File: config.mk
export PLATFORM = sky130hd
export DESIGN_NAME = acc_shifter
export DESIGN_NICKNAME = d
export VERILOG_FILES = /design/src/rtl/acc_shift_pkg.sv /design/src/rtl/acc_shift_amount.sv /design/src/rtl/acc_shift_lane.sv /design/src/rtl/acc_shift_cost.sv /design/src/rtl/acc_shifter.sv
export SDC_FILE = /design/constraint.sdc
export NUM_CORES = 1
export LEC_CHECK = 0
export BUFFER_PORTS_ARGS = -buffer_cell sky130_fd_sc_hd__buf_2
export CORE_MARGIN = 1.5
export CORE_UTILIZATION = 30
export CTS_BUF_LIST = sky130_fd_sc_hd__clkbuf_8
export DETAILED_ROUTE_END_ITERATION = 8
export PLACE_DENSITY = 0.48
export RECOVER_POWER = 100
export SLEW_MARGIN = 20
export SYNTH_ARGS = -nofsm -noshare
export SYNTH_HDL_FRONTEND = slang
export SYNTH_SLANG_ARGS = --single-unit
File: constraint.sdc
create_clock -name clk -period 1.8 [get_ports clk]
set_clock_uncertainty 0.05 [all_clocks]
set_input_delay 0.09 -clock clk [delete_from_list [all_inputs] [get_ports clk]]
set_output_delay 0.09 -clock clk [all_outputs]
set_load 0.01 [all_outputs]
File: src/rtl/acc_shift_pkg.sv
package acc_shift_pkg;

  localparam int DATA_W  = 32;
  localparam int GUARD_W = 4;
  localparam int ACC_W   = DATA_W + GUARD_W;
  localparam int OPND_W  = 16;
  localparam int CNT_W   = 6;
  localparam int CYC_W   = 2;
  localparam int NKINDS  = 4;

  typedef logic [ACC_W-1:0]  acc_t;
  typedef logic [CNT_W-1:0]  cnt_t;
  typedef logic [OPND_W-1:0] opnd_t;
  typedef logic [CYC_W-1:0]  cyc_t;

  typedef enum logic [1:0] {
    K_SRA = 2'd0,
    K_SRL = 2'd1,
    K_SLA = 2'd2,
    K_SLL = 2'd3
  } kind_e;

  typedef enum logic [1:0] {
    S_REG = 2'd0,
    S_IMM = 2'd1,
    S_ACC = 2'd2,
    S_RSV = 2'd3
  } src_e;

  // Arithmetic right across the full guarded word, sign taken from the top bit.
  function automatic acc_t sra_full(input acc_t a, input cnt_t c);
    acc_t r;
    if (int'(c) >= ACC_W) r = {ACC_W{a[ACC_W-1]}};
    else                  r = acc_t'($signed(a) >>> c);
    return r;
  endfunction

  // Logical right on the data part only; guard part cleared.
  function automatic acc_t srl_data(input acc_t a, input cnt_t c);
    logic [DATA_W-1:0] low;
    acc_t r;
    low = a[DATA_W-1:0];
    if (int'(c) >= DATA_W) r = '0;
    else                   r = {{GUARD_W{1'b0}}, low >> c};
    return r;
  endfunction

  // Logical left across the full guarded word.
  function automatic acc_t sll_full(input acc_t a, input cnt_t c);
    acc_t r;
    if (int'(c) >= ACC_W) r = '0;
    else                  r = a << c;
    return r;
  endfunction

  // Arithmetic left: data flows into the guard bits, which keep what arrives.
  function automatic acc_t sla_full(input acc_t a, input cnt_t c);
    acc_t r;
    r = sll_full(a, c);
    return r;
  endfunction

  function automatic cyc_t form_cost(input src_e s);
    cyc_t r;
    case (s)
      S_IMM:   r = cyc_t'(2);
      S_ACC:   r = cyc_t'(2);
      default: r = cyc_t'(1);
    endcase
    return r;
  endfunction

endpackage

File: src/rtl/acc_shift_amount.sv
module acc_shift_amount
  import acc_shift_pkg::*;
(
  input  opnd_t amount,
  output cnt_t  cnt,
  output logic  wide_over,
  output logic  narrow_over
);
  localparam int WIDE_LIM   = ACC_W;
  localparam int NARROW_LIM = DATA_W;

  assign cnt         = amount[CNT_W-1:0];
  assign wide_over   = (int'(cnt) >= WIDE_LIM);
  assign narrow_over = (int'(cnt) >= NARROW_LIM);
endmodule

File: src/rtl/acc_shift_lane.sv
module acc_shift_lane
  import acc_shift_pkg::*;
#(
  parameter kind_e KIND = K_SRA
) (
  input  acc_t src,
  input  cnt_t cnt,
  output acc_t res
);
  generate
    if (KIND == K_SRA) begin : g_sra
      assign res = sra_full(src, cnt);
    end else if (KIND == K_SRL) begin : g_srl
      assign res = srl_data(src, cnt);
    end else if (KIND == K_SLA) begin : g_sla
      assign res = sla_full(src, cnt);
    end else begin : g_sll
      assign res = sll_full(src, cnt);
    end
  endgenerate
endmodule

File: src/rtl/acc_shift_cost.sv
module acc_shift_cost
  import acc_shift_pkg::*;
(
  input  logic [1:0] src,
  output cyc_t       cycles
);
  assign cycles = form_cost(src_e'(src));
endmodule

File: src/rtl/acc_shifter.sv
module acc_shifter
  import acc_shift_pkg::*;
(
  input  logic        clk,
  input  logic        rst_n,
  input  logic        in_valid,
  input  logic [1:0]  in_kind,
  input  logic [1:0]  in_src,
  input  logic [35:0] in_acc,
  input  logic [15:0] in_amount,
  output logic        out_valid,
  output logic [35:0] out_acc,
  output logic [1:0]  out_cycles
);
  // Named internal events for the checker.
  cnt_t cnt_w;
  logic wide_over;
  logic narrow_over;
  acc_t lane_res [NKINDS];
  acc_t res_next;
  cyc_t cyc_next;

  acc_shift_amount u_amount (
    .amount     (in_amount),
    .cnt        (cnt_w),
    .wide_over  (wide_over),
    .narrow_over(narrow_over)
  );

  for (genvar k = 0; k < NKINDS; k++) begin : g_lane
    acc_shift_lane #(.KIND(kind_e'(k))) u_lane (
      .src(in_acc),
      .cnt(cnt_w),
      .res(lane_res[k])
    );
  end

  assign res_next = lane_res[in_kind];

  acc_shift_cost u_cost (
    .src   (in_src),
    .cycles(cyc_next)
  );

  always_ff @(posedge clk or negedge rst_n) begin
    if (!rst_n) begin
      out_valid  <= 1'b0;
      out_acc    <= '0;
      out_cycles <= '0;
    end else begin
      out_valid <= in_valid;
      if (in_valid) begin
        out_acc    <= res_next;
        out_cycles <= cyc_next;
      end
    end
  end
endmodule

==> metrics.txt <==
r2r setup slk 0.63 ns; final-report setup violation count 2; antenna violations before repair 2; commonest non-fill, non-tap cell in the layout buf_4; initial cell density of the core 0.308; Pwr Density 459 nW/um2; r2r worst-path depth 3; Ys Warns 0; leading area contributor after synthesis dfrtp_1; ant diodes 0; Area Overhead vs Synth 49.7%; Horiz. Die Dim 158 um; Peak VDD IR 0.276 mV; Synth Flop Type dfrtp_1; most frequent CP cell buf_12; Worst setup SP type primary input; Max Freq 546 MHz; Seq cells post-synth 39; reg2reg end out_acc[21]; HP Class in2reg; Netlist cell types 78; crit path kind in2reg; Remaining Overflow, GRT 0; number of enable flip-flop cells after synthesis 0; Endpoint, Worst Hold out_cycles[0]; DRT Pass-1 Iters 5; Seq/Total Area, Yosys 0.135; hold path cells 4; failing checks negative setup slack; root buf cell clkbuf_8; max incr delay on CP 0.52 ns; Clock Latency Late Sink 0.32 ns; TritonCTS clock tree done; FF-to-FF Start out_acc[21]; Place WS -0.532 ns; number of buffers on the longest clock path 2; normalized max-slew margin 0.279; unrepaired setup endpoints after global routing yes; Power Total 4.97 mW; Die Height 158 um; syn nets 920; GRT Resource Usage Total 0.315; H-Tree Depth 2; Detailed Route WL 39.2 mm; # rows 56; Synth Area per Inst 8.41 um2; Synth area leaders dfrtp_1 (13%), mux4_2 (13%), mux2i_1 (11%); NumNets Final 1258; number of buffers and inverters on the critical path 2; Post-Syn Area 7240 um2; DR DRC count 0; Num CTS Buffers 5; vias 8986; Post-Synthesis Cells 861; drt initial violations 887; I/O Buffers 87; DIE AREA 25100 um2; crit-path cells buf_12 -> buf_12 -> mux4_2 -> mux2_4 -> nand2_4 -> o311ai_4 -> o311a_1 -> o32a_1; Worst Path Required 1.96 ns; Worst-Margin Slew 1.08 ns; PnR worst setup slack -0.0303 ns; Max Fanout on Critical Path 6; I/O pins 98; area share of the largest cell type after synthesis 0.135; Reg clk slew, reported paths 0.08 ns; fin crit share 1.02; status finished, violations left; Max Cap Violations 0; Vias/cell 5.92; clock tree sinks 39; Top delay family on crit path multiplexers; critical path arrival 1.99 ns; Async SR Flop Fraction 1.00; Fin. Hold Viols 0; largest net degree at the start of global routing 40; worst hold slack 0.0387 ns; Detail Route Antenna Nets 0; CP max stage cell mux4_2; Max Slew Vio Count 0; most frequent cells in the layout buf_4 (304), nor2_1 (104), mux2i_1 (64), nand2_1 (61), a21oi_1 (56); Hold Crit Start in_src[0]; first-pass GRT wire length 58.0 mm; HPWL after DPL 32.1 mm; number of global-route vias before repair 8975; Final Util 0.460; min cycle time layout 1.83 ns; Core Footprint 23500 um2; DR WL/cell 25.8 um; layout cells sized above 1 0.469; gpl congestion 1.04; P_leak 4.55 nW; Worst Setup End Kind flop
==> power breakdown <==
| group | internal (mW) | switching (mW) | total [mW] |
|---|---|---|---|
| registers | 0.980 | 0.0709 | 1.05 |
| clock network | 0.345 | 0.379 | 0.725 |
| logic | 1.48 | 1.71 | 3.20 |
| total | 2.81 | 2.16 | 4.97 |
==> worst register-to-register path, stage by stage (launching register included) <==
cell and delay [ns]:
dfrtp_1 0.39, nor2_1 0.18, nor3_1 0.08, or3_1 0.36
==> layer usage <==
metal / share of wire / wire (um) / GRT usage / up-vias
met5: 0.00069 / 27 / 0 / -
met4: 0.049 / 1930 / 0.141 / 4
met3: 0.078 / 3050 / 0.0465 / 106
met2: 0.44 / 17200 / 0.487 / 465
met1: 0.43 / 17000 / 0.433 / 4379
li1: - / - / - / 4032
==> cell type report <==
type                       count  area [um2]
timing repair buffer         426        3270
tap                          319         399
inverter                       9        33.8
sequential                    39         976
multi-input combinational    718        6060
fill                        2435       12700
clock inverter                 1        3.75
clock buffer                   7        96.3
==> sequential cells by signal, summed over array words and instances (netlist names) <==
name	flops
out_acc	36
out_cycles	2
out_valid	1
==> how the worst max path moves through the flow <==
stage	from	end	slack, ns	cells past startpoint
2_1_floorplan	in_amount[0]	out_acc[11]	-0.12	7
3_3_place_gp	in_amount[0]	out_acc[15]	-0.54	10
3_5_place_dp	in_amount[0]	out_acc[19]	-0.53	8
4_1_cts	in_amount[0]	out_acc[11]	-0.04	8
5_1_grt	in_amount[0]	out_acc[11]	-0.06	8
6_report	in_amount[0]	out_acc[11]	-0.03	8
==> what timing repair did <==
| item | CTS | global route |
|---|---|---|
| gates cloned | 1 | 1 |
| gates resized for setup | 35 | 81 |
| pin swaps | 6 | 15 |
| setup buffers | 2 | 1 |
| hold endpoints to repair | 39 | 0 |
| endpoints found under the setup margin | 29 | 34 |
| hold buffers | 1 | 0 |
==> cells in the mapped netlist (all sizes together) (6+ instances only) <==
library cell and count:
nor2 108, mux2i 77, a21oi 65, nand2 62, o21ai 56, mux4 55, buf 54, mux2 45
clkbuf 41, dfrtp 39, nor3 26, o211ai 20, a31oi 18, a211oi 15, o22ai 14, nand3 13
o221ai 13, nand2b 11, and2 8, inv 8, nor2b 7, o32a 7, or2 7, a211o 6
o22a 6
==> logic make-up after synthesis <==
logic type             count (synthesis)  synth area share
AND/OR/NAND/NOR                      265             0.167
flip-flops                            39             0.135
multiplexers                         177             0.355
AO/OA/AOI/OAI                        275             0.255
buffers and inverters                104            0.0864
XOR/XNOR                               1           0.00121
==> through the flow <==
| stage | instances | instance area [um2] | TNS, ns |
|---|---|---|---|
| after floorplan | 861 | 7290 | -0.836 |
| after global placement | 1506 | 10200 | -14.20 |
| after detailed placement | 1506 | 10200 | -14.42 |
| after CTS | 1518 | 10600 | -0.146 |
| after global routing | 1519 | 10800 | -0.231 |
| final | 1519 | 10800 | -0.0552 |
Power figures use the tool's default switching activity.
